===== config.mk =====
export PLATFORM = sky130hd
export DESIGN_NAME = tw_prog_if
export DESIGN_NICKNAME = d
export VERILOG_FILES = /design/src/rtl/tw_prog_pkg.sv /design/src/rtl/tw_serial_rx.sv /design/src/rtl/tw_reg_bank.sv /design/src/rtl/tw_load_ctrl.sv /design/src/rtl/tw_prog_if.sv
export SDC_FILE = /design/constraint.sdc
export NUM_CORES = 1
export LEC_CHECK = 0
export ABC_AREA = 1
export BUFFER_PORTS_ARGS = -buffer_cell sky130_fd_sc_hd__buf_2
export CAP_MARGIN = 20
export CORE_MARGIN = 3
export CORE_UTILIZATION = 30
export CTS_CLUSTER_SIZE = 8
export DETAILED_ROUTE_END_ITERATION = 6
export GPL_TIMING_DRIVEN = 0
export PLACE_DENSITY = 0.47
export SLEW_MARGIN = 20
export SYNTH_ARGS = -nofsm -noshare
export SYNTH_HDL_FRONTEND = slang
export SYNTH_SLANG_ARGS = --single-unit

===== constraint.sdc =====
create_clock -name clk_i -period 3.8 [get_ports clk_i]
set_input_delay 0.76 -clock clk_i [delete_from_list [all_inputs] [get_ports clk_i]]
set_output_delay 0.76 -clock clk_i [all_outputs]
set_load 0.02 [all_outputs]

===== src/rtl/tw_prog_pkg.sv =====
package tw_prog_pkg;

    typedef enum logic [1:0] {
        TGT_STAT  = 2'b00,
        TGT_RSTAT = 2'b01,
        TGT_NA    = 2'b10,
        TGT_R     = 2'b11
    } tw_target_e;

    typedef enum logic [1:0] {
        PWR_RUN   = 2'b00,
        PWR_DEEP  = 2'b01,
        PWR_LIGHT = 2'b10,
        PWR_RUN2  = 2'b11
    } tw_power_e;

    localparam int STBY_LSB = 0;
    localparam int SYNC_BIT = 2;
    localparam int INV_BIT  = 3;
    localparam int STEP_LSB = 4;
    localparam int STEP_W   = 3;
    localparam int ADDR_W   = 2;

endpackage


===== src/rtl/tw_serial_rx.sv =====
module tw_serial_rx #(
    parameter int SHIFT_W = 23,
    parameter int CNT_W   = 5
) (
    input  logic               clk_i,
    input  logic               rst_ni,
    input  logic               ser_clk_i,
    input  logic               ser_dat_i,
    input  logic               ser_en_i,
    output logic               commit_o,
    output logic [SHIFT_W-1:0] word_o,
    output logic [CNT_W-1:0]   cnt_o
);

    localparam logic [CNT_W-1:0] CNT_SAT = CNT_W'(SHIFT_W + 1);

    typedef struct packed {
        logic               clk1;
        logic               clk2;
        logic               dat1;
        logic               en1;
        logic               en2;
        logic [SHIFT_W-1:0] sh;
        logic [CNT_W-1:0]   cnt;
    } rx_state_t;

    rx_state_t rx_q, rx_d;
    logic      en_fall, clk_rise;
    logic [SHIFT_W-1:0] base_sh;
    logic [CNT_W-1:0]   base_cnt;

    always_comb begin
        rx_d      = rx_q;
        rx_d.clk1 = ser_clk_i;
        rx_d.clk2 = rx_q.clk1;
        rx_d.dat1 = ser_dat_i;
        rx_d.en1  = ser_en_i;
        rx_d.en2  = rx_q.en1;

        en_fall  = !rx_q.en1 && rx_q.en2;
        clk_rise = rx_q.clk1 && !rx_q.clk2;

        base_sh  = en_fall ? '0 : rx_q.sh;
        base_cnt = en_fall ? '0 : rx_q.cnt;

        rx_d.sh  = base_sh;
        rx_d.cnt = base_cnt;

        if (!rx_q.en1 && clk_rise) begin
            rx_d.sh  = {base_sh[SHIFT_W-2:0], rx_q.dat1};
            rx_d.cnt = (base_cnt == CNT_SAT) ? base_cnt : base_cnt + 1'b1;
        end
    end

    always_ff @(posedge clk_i or negedge rst_ni) begin
        if (!rst_ni) begin
            rx_q      <= '0;
            rx_q.en1  <= 1'b1;
            rx_q.en2  <= 1'b1;
        end else begin
            rx_q <= rx_d;
        end
    end

    assign commit_o = rx_q.en1 && !rx_q.en2;
    assign word_o   = rx_q.sh;
    assign cnt_o    = rx_q.cnt;

    // with enable held high the word and count stay frozen
    a_r5_idle_frozen: assert property (@(posedge clk_i) disable iff (!rst_ni)
        (rx_q.en1 && rx_q.en2) |=> ($stable(rx_q.sh) && $stable(rx_q.cnt)));

    // the bit count never exceeds its saturation point
    a_r1_cnt_bound: assert property (@(posedge clk_i) disable iff (!rst_ni)
        rx_q.cnt <= CNT_SAT);

endmodule


===== src/rtl/tw_reg_bank.sv =====
module tw_reg_bank
    import tw_prog_pkg::*;
#(
    parameter int STAT_W  = 16,
    parameter int RSTAT_W = 8,
    parameter int N_W     = 14,
    parameter int A_W     = 7,
    parameter int R_W     = 16,
    parameter int SHIFT_W = 23,
    parameter int CNT_W   = 5
) (
    input  logic               clk_i,
    input  logic               rst_ni,
    input  logic               commit_i,
    input  logic [SHIFT_W-1:0] word_i,
    input  logic [CNT_W-1:0]   cnt_i,
    output logic [STAT_W-1:0]  stat_o,
    output logic [N_W-1:0]     n_o,
    output logic [A_W-1:0]     a_o,
    output logic [R_W-1:0]     r_o,
    output logic               err_o,
    output logic               acc_na_o,
    output logic               acc_r_o
);

    localparam int NA_W      = N_W + A_W;
    localparam int LEN_STAT  = STAT_W + ADDR_W;
    localparam int LEN_RSTAT = RSTAT_W + ADDR_W;
    localparam int LEN_NA    = NA_W + ADDR_W;
    localparam int LEN_R     = R_W + ADDR_W;

    typedef struct packed {
        logic [STAT_W-1:0] stat;
        logic [N_W-1:0]    n;
        logic [A_W-1:0]    a;
        logic [R_W-1:0]    r;
        logic              seen;
        logic              err;
        logic              acc_na;
        logic              acc_r;
    } bank_state_t;

    bank_state_t bk_q, bk_d;
    tw_target_e  tgt;
    int          need_len;
    logic        long_enough;

    always_comb begin
        tgt = tw_target_e'(word_i[ADDR_W-1:0]);
        case (tgt)
            TGT_STAT:  need_len = LEN_STAT;
            TGT_RSTAT: need_len = LEN_RSTAT;
            TGT_NA:    need_len = LEN_NA;
            default:   need_len = LEN_R;
        endcase
        long_enough = (32'(cnt_i) >= need_len);
    end

    always_comb begin
        bk_d        = bk_q;
        bk_d.err    = 1'b0;
        bk_d.acc_na = 1'b0;
        bk_d.acc_r  = 1'b0;

        if (commit_i) begin
            if (!long_enough) begin
                bk_d.err = 1'b1;
            end else begin
                case (tgt)
                    TGT_STAT: begin
                        bk_d.stat = word_i[STAT_W+ADDR_W-1:ADDR_W];
                        bk_d.seen = 1'b1;
                    end
                    TGT_RSTAT: begin
                        if (!bk_q.seen) begin
                            bk_d.err = 1'b1;
                        end else begin
                            bk_d.stat[RSTAT_W-1:0] = word_i[RSTAT_W+ADDR_W-1:ADDR_W];
                        end
                    end
                    TGT_NA: begin
                        if (!bk_q.seen) begin
                            bk_d.err = 1'b1;
                        end else begin
                            bk_d.n      = word_i[NA_W+ADDR_W-1:A_W+ADDR_W];
                            bk_d.a      = word_i[A_W+ADDR_W-1:ADDR_W];
                            bk_d.acc_na = 1'b1;
                        end
                    end
                    default: begin
                        if (!bk_q.seen) begin
                            bk_d.err = 1'b1;
                        end else begin
                            bk_d.r     = word_i[R_W+ADDR_W-1:ADDR_W];
                            bk_d.acc_r = 1'b1;
                        end
                    end
                endcase
            end
        end
    end

    always_ff @(posedge clk_i or negedge rst_ni) begin
        if (!rst_ni) begin
            bk_q <= '0;
        end else begin
            bk_q <= bk_d;
        end
    end

    assign stat_o   = bk_q.stat;
    assign n_o      = bk_q.n;
    assign a_o      = bk_q.a;
    assign r_o      = bk_q.r;
    assign err_o    = bk_q.err;
    assign acc_na_o = bk_q.acc_na;
    assign acc_r_o  = bk_q.acc_r;

    // divider values cannot move before a full status word is accepted
    a_r7_status_first: assert property (@(posedge clk_i) disable iff (!rst_ni)
        !bk_q.seen |=> (n_o == $past(n_o) && a_o == $past(a_o) && r_o == $past(r_o)));

    // the discard flag is a single-cycle pulse
    a_r6_err_single: assert property (@(posedge clk_i) disable iff (!rst_ni)
        err_o |=> !err_o);

    // an accepted divider word never comes with a discard flag
    a_r13_acc_no_err: assert property (@(posedge clk_i) disable iff (!rst_ni)
        (acc_na_o || acc_r_o) |-> !err_o);

endmodule


===== src/rtl/tw_load_ctrl.sv =====
module tw_load_ctrl (
    input  logic clk_i,
    input  logic rst_ni,
    input  logic sync_en_i,
    input  logic acc_na_i,
    input  logic acc_r_i,
    input  logic div_zero_i,
    output logic load_o
);

    typedef struct packed {
        logic armed;
        logic load;
    } ld_state_t;

    ld_state_t ld_q, ld_d;

    always_comb begin
        ld_d      = ld_q;
        ld_d.load = 1'b0;
        if (!sync_en_i) begin
            ld_d.armed = 1'b0;
            ld_d.load  = acc_na_i || acc_r_i;
        end else begin
            if (ld_q.armed && div_zero_i) begin
                ld_d.load  = 1'b1;
                ld_d.armed = 1'b0;
            end
            if (acc_na_i) begin
                ld_d.armed = 1'b1;
            end
        end
    end

    always_ff @(posedge clk_i or negedge rst_ni) begin
        if (!rst_ni) begin
            ld_q <= '0;
        end else begin
            ld_q <= ld_d;
        end
    end

    assign load_o = ld_q.load;

    // in direct mode an accepted divider word is followed by the strobe
    a_r11_direct_strobe: assert property (@(posedge clk_i) disable iff (!rst_ni)
        (!sync_en_i && (acc_na_i || acc_r_i)) |=> load_o);

    // in synchronous mode a strobe only follows a zero report
    a_r12_sync_on_zero: assert property (@(posedge clk_i) disable iff (!rst_ni)
        (sync_en_i && load_o) |-> $past(div_zero_i));

endmodule


===== src/rtl/tw_prog_if.sv =====
module tw_prog_if
    import tw_prog_pkg::*;
#(
    parameter int STAT_W  = 16,
    parameter int RSTAT_W = 8,
    parameter int N_W     = 14,
    parameter int A_W     = 7,
    parameter int R_W     = 16
) (
    input  logic               clk_i,
    input  logic               rst_ni,
    input  logic               ser_clk_i,
    input  logic               ser_dat_i,
    input  logic               ser_en_i,
    input  logic               div_zero_i,
    output logic [N_W-1:0]     n_div_o,
    output logic [A_W-1:0]     a_div_o,
    output logic [R_W-1:0]     r_div_o,
    output logic               div_load_o,
    output logic [STAT_W-1:0]  stat_o,
    output logic               sync_mode_o,
    output logic               cp_invert_o,
    output logic [STEP_W-1:0]  cp_step_o,
    output logic               pd_core_o,
    output logic               pd_inamp_o,
    output logic               word_err_o
);

    localparam int NA_W    = N_W + A_W;
    localparam int MAX_AB  = (STAT_W > NA_W) ? STAT_W : NA_W;
    localparam int MAX_CD  = (R_W > RSTAT_W) ? R_W : RSTAT_W;
    localparam int MAX_D   = (MAX_AB > MAX_CD) ? MAX_AB : MAX_CD;
    localparam int SHIFT_W = MAX_D + ADDR_W;
    localparam int CNT_W   = $clog2(SHIFT_W + 2);

    logic               commit;
    logic [SHIFT_W-1:0] word;
    logic [CNT_W-1:0]   cnt;
    logic               acc_na, acc_r;
    tw_power_e          pwr;

    tw_serial_rx #(
        .SHIFT_W (SHIFT_W),
        .CNT_W   (CNT_W)
    ) u_rx (
        .clk_i     (clk_i),
        .rst_ni    (rst_ni),
        .ser_clk_i (ser_clk_i),
        .ser_dat_i (ser_dat_i),
        .ser_en_i  (ser_en_i),
        .commit_o  (commit),
        .word_o    (word),
        .cnt_o     (cnt)
    );

    tw_reg_bank #(
        .STAT_W  (STAT_W),
        .RSTAT_W (RSTAT_W),
        .N_W     (N_W),
        .A_W     (A_W),
        .R_W     (R_W),
        .SHIFT_W (SHIFT_W),
        .CNT_W   (CNT_W)
    ) u_bank (
        .clk_i    (clk_i),
        .rst_ni   (rst_ni),
        .commit_i (commit),
        .word_i   (word),
        .cnt_i    (cnt),
        .stat_o   (stat_o),
        .n_o      (n_div_o),
        .a_o      (a_div_o),
        .r_o      (r_div_o),
        .err_o    (word_err_o),
        .acc_na_o (acc_na),
        .acc_r_o  (acc_r)
    );

    tw_load_ctrl u_load (
        .clk_i      (clk_i),
        .rst_ni     (rst_ni),
        .sync_en_i  (sync_mode_o),
        .acc_na_i   (acc_na),
        .acc_r_i    (acc_r),
        .div_zero_i (div_zero_i),
        .load_o     (div_load_o)
    );

    always_comb begin
        pwr         = tw_power_e'(stat_o[STBY_LSB +: 2]);
        sync_mode_o = stat_o[SYNC_BIT];
        cp_invert_o = stat_o[INV_BIT];
        cp_step_o   = stat_o[STEP_LSB +: STEP_W];
        pd_core_o   = (pwr == PWR_DEEP) || (pwr == PWR_LIGHT);
        pd_inamp_o  = (pwr == PWR_DEEP);
    end

    // the input amplifiers are never off while the core is on
    a_r10_amp_implies_core: assert property (@(posedge clk_i) disable iff (!rst_ni)
        pd_inamp_o |-> pd_core_o);

    // discard flag and load strobe never come from a word in the same cycle
    a_r6_err_no_load: assert property (@(posedge clk_i) disable iff (!rst_ni)
        word_err_o |=> !div_load_o || sync_mode_o);

endmodule


==> flow_metrics.py <==
metrics = {
    "setup_path": {
        "cp.arrival_ns": 2.34,
        "timing.rr.start": "u_rx.word_o[0]",
        "slowest_delay_ns": 0.44,
        "critPathSlowestCell": "dfrtp_1",
        "crit_path_start_kind": "register",
        "critPathCapture": "u_bank.r_o[8]",
        "worst-r2r-setup-slack_ns": 1.73,
        "crit_fanout": 10,
        "critPathCaptureType": "register",
        "crit_chain": "inv_1, nor2_1, inv_1, ha_1, nand2_1, nor2_1, nor2_1, nand2_2, nand2_1, buf_2, nand2_1, o21ai_1",
        "worstPathRequired_ns": 4.06,
        "crit_type": "register to register",
        "setup.worst_path.start": "u_rx.word_o[0]",
        "reg2reg_depth": 12,
        "worstReg2RegEnd": "u_bank.r_o[8]",
        "crit_cells": 12,
        "cpLargestDelayFamily": "simple AND/OR/NAND/NOR gates",
        "cp_num_buf_inv": 3,
    },
    "timing": {
        "period_minus_slack_ns": 2.07,
        "relSlewSlack_pct": 66.4,
        "finalCritPeriodShare_pct": 54.5,
        "setup_violations": 0,
        "fin_worst_skew_ns": 0.00598,
        "worstMarginPinSlew_ns": 0.504,
        "hold_viol": 0,
        "slew_violations": 0,
        "rsz0062_at_grt": "no",
        "fin_setup_tns_ns": 0,
        "max_clock_freq_mhz": 483,
    },
    "global_route": {
        "grtUsageTotal_pct": 13.2,
        "grt_pass1_vias": 3190,
        "grt_overflow": 0,
        "grt_max_degree": 63,
        "grt_pass1_wl_mm": 16.6,
        "antenna_found_initial": 0,
    },
    "detailed_routing": {
        "route.top_layer_used": "met4",
        "wire_per_inst_um": 13.0,
        "via_per_inst": 4.29,
        "drc": 0,
        "drt_iter0_drc": 131,
        "drt-met1-wl_mm": 4.77,
        "wl_met3_um": 435,
        "firstDrtPassIters": 5,
        "drt_wl_total_mm": 9.72,
        "dr_wl_met2_mm": 4.35,
        "drt.antenna.violating_nets": 0,
        "vias": 3218,
    },
    "floorplan": {
        "io_pins": 68,
        "chipWidth_um": 125,
        "core_area_um2": 13600,
        "initial_core_util_pct": 31.5,
        "die_area_um2": 15700,
        "rows": 42,
        "die_h_um": 125,
    },
    "yosys": {
        "synth_compound_area_share_pct": 5.72,
        "syn_avg_cell_area_um2": 8.65,
        "syn-instance-count": 493,
        "synth-seq-cells": 92,
        "ys_types": 23,
        "synth_mux_area_share_pct": 0,
        "synth_xor_xnor_area_share_pct": 0,
        "syn_area_um2": 4270,
        "ys_warn_count": 0,
        "seq_area_frac_synth_pct": 54.0,
        "yosys.area_share.simple_pct": 21.7,
        "synthAdderAreaFrac_pct": 2.05,
        "synth_top_family_by_area": "simple AND/OR/NAND/NOR gates",
        "synthesis.nets": 506,
    },
    "hold_path": {
        "holdCritPathClass": "input port to asynchronous set/reset pin",
    },
    "power": {
        "switching_share_pct": 22.8,
        "leakagePower_nw": 2.84,
        "p_sw_mw": 0.425,
        "pwr-share-seq_pct": 53.3,
        "pwr-share-comb_pct": 5.0,
        "p_per_area_nw_per_um2": 366,
        "p_clk_share_pct": 41.7,
        "p_int_mw": 1.44,
        "ir_drop_uv": 188,
    },
    "placed_design": {
        "dp_hpwl_mm": 6.88,
        "place.gp.congestion": 0.753,
        "place.port_buffers": 67,
        "dp.cells": 737,
    },
    "layout": {
        "final_cells": 750,
        "fillers": 1439,
        "drive_gt1_share_pct": 28.6,
        "synthToLayoutAreaGrowth_pct": 19.6,
        "diodes": 0,
        "final_nets": 585,
    },
    "clock_network": {
        "cts_setup_buffers": 0,
        "cts_made_buffers": 9,
        "clock_sinks": 92,
        "root_buffer": "clkbuf_16",
        "cts_tree": "yes",
        "cts_resized": 0,
        "cts_max_level": 3,
        "hold_buffers": 0,
        "clk_latency_ns": 0.34,
        "clk_pin_slew_ns": 0.06,
        "clk_path_buf_depth": 2,
    },
    "run": {
        "cap_violations": 0,
    },
    "outcome": {
        "status": "completed",
    },
}
==> metal layers <==
layer  track usage (%)  vias up
met1              17.7     1491
met5                 0        -
met3              4.01       11
met4              4.27        0
li1                  -     1645
met2              20.6       71
==> worst min-delay path by stage <==
| stage | from | endpoint | slack, ns | depth (start not counted) |
|---|---|---|---|---|
| after floorplan | u_rx.rx_d[31] | u_rx.rx_q[31] | 0.35 | 0 |
| after global placement | u_rx.rx_d[31] | u_rx.rx_q[31] | 0.36 | 0 |
| after detailed placement | u_rx.rx_d[31] | u_rx.rx_q[31] | 0.37 | 0 |
| after CTS | rst_ni | u_bank.stat_o[3] | 0.30 | 1 |
| after global routing | rst_ni | u_bank.stat_o[3] | 0.31 | 1 |
| final | rst_ni | u_bank.stat_o[3] | 0.30 | 1 |
==> Yosys cell counts <==
cell type  instances  share of area, %
a21boi_0           1              0.18
a21oi_1            1              0.12
a21oi_2            1              0.21
buf_1              1             0.088
buf_2             12               1.4
buf_4             60                11
buf_6              1              0.26
clkbuf_1           1             0.088
dfrtp_1           90                53
dfstp_2            2               1.2
ha_1               7               2.1
inv_1             46               4.0
inv_2              1             0.088
nand2_1          157                14
nand2_2            3              0.44
nand3_1            8              0.94
nand3_2            2              0.47
nand4_1           18               2.6
nor2_1            35               3.1
nor2_2             2              0.29
o21ai_0            7              0.82
o21ai_1           36               4.2
o21bai_1           1              0.18
==> flip-flops by register name, indices dropped and copies added (netlist names) <==
| signal | count |
|---|---|
| u_rx.word_o | 23 |
| u_bank.acc_na_o | 1 |
| u_bank.n_o | 14 |
| u_rx.cnt_o | 5 |
| u_bank.r_o | 16 |
| u_bank.a_o | 7 |
| u_bank.bk_q | 1 |
| u_bank.stat_o | 16 |
| u_rx.rx_q | 3 |
| u_rx.rx_d | 2 |
| u_load.load_o | 1 |
| u_bank.acc_r_o | 1 |
| u_bank.err_o | 1 |
| u_load.ld_q | 1 |
==> metrics by stage <==
stage	utilization [%]	hold slack (ns)	instance area (um2)	total power, mW	setup slack (ns)
global placement	35.6	0.362	4820	1.11	1.00
floorplan	-	0.354	4270	1.07	2.07
global route	37.6	0.305	5100	1.96	1.43
CTS	37.6	0.298	5100	1.91	1.67
detailed placement	35.8	0.369	4860	1.11	1.68
finish	37.6	0.302	5100	1.87	1.73
==> cell type report <==
cell class,instances,area (um2),area share (%)
Buffer,75,529,10.4
Clock inverter,3,17.5,0.343
Tap cell,176,220,4.32
Sequential cell,92,2300,45.2
Clock buffer,10,229,4.49
Timing Repair Buffer,68,369,7.23
Multi-Input combinational cell,279,1260,24.6
Inverter,47,176,3.46
==> power groups by stage <==
stage               registers (mW)  clock network [mW]  logic (mW)
finish                       0.997               0.779      0.0937
global route                 0.998               0.853       0.110
CTS                          0.997               0.814      0.0969
detailed placement            1.02                   0      0.0960
global placement              1.01                   0      0.0907
floorplan                     1.01                   0      0.0510
==> cells in the final DEF, fill, tap and decap left out, types with 3 or more instances in the layout <==
cell       netlist  routed
buf_4           60      60
ha_1             7       7
nand4_1         18      18
inv_1           46      46
nor2_1          35      35
clkbuf_16        0       9
o21ai_1         36      36
buf_2           12      78
nand2_1        157     157
o21ai_0          7       7
dfrtp_1         90      90
nand3_1          8       8
nand2_2          3       3
==> cell families (layout without fill, tap and decap cells) <==
| logic type | count (synthesis) | in the layout |
|---|---|---|
| compound gates | 47 | 47 |
| buf+inv | 122 | 203 |
| flops | 92 | 92 |
| simple gates | 225 | 225 |
| fa+ha+maj | 7 | 7 |
Note: power is estimated with default switching activity, not from simulation.
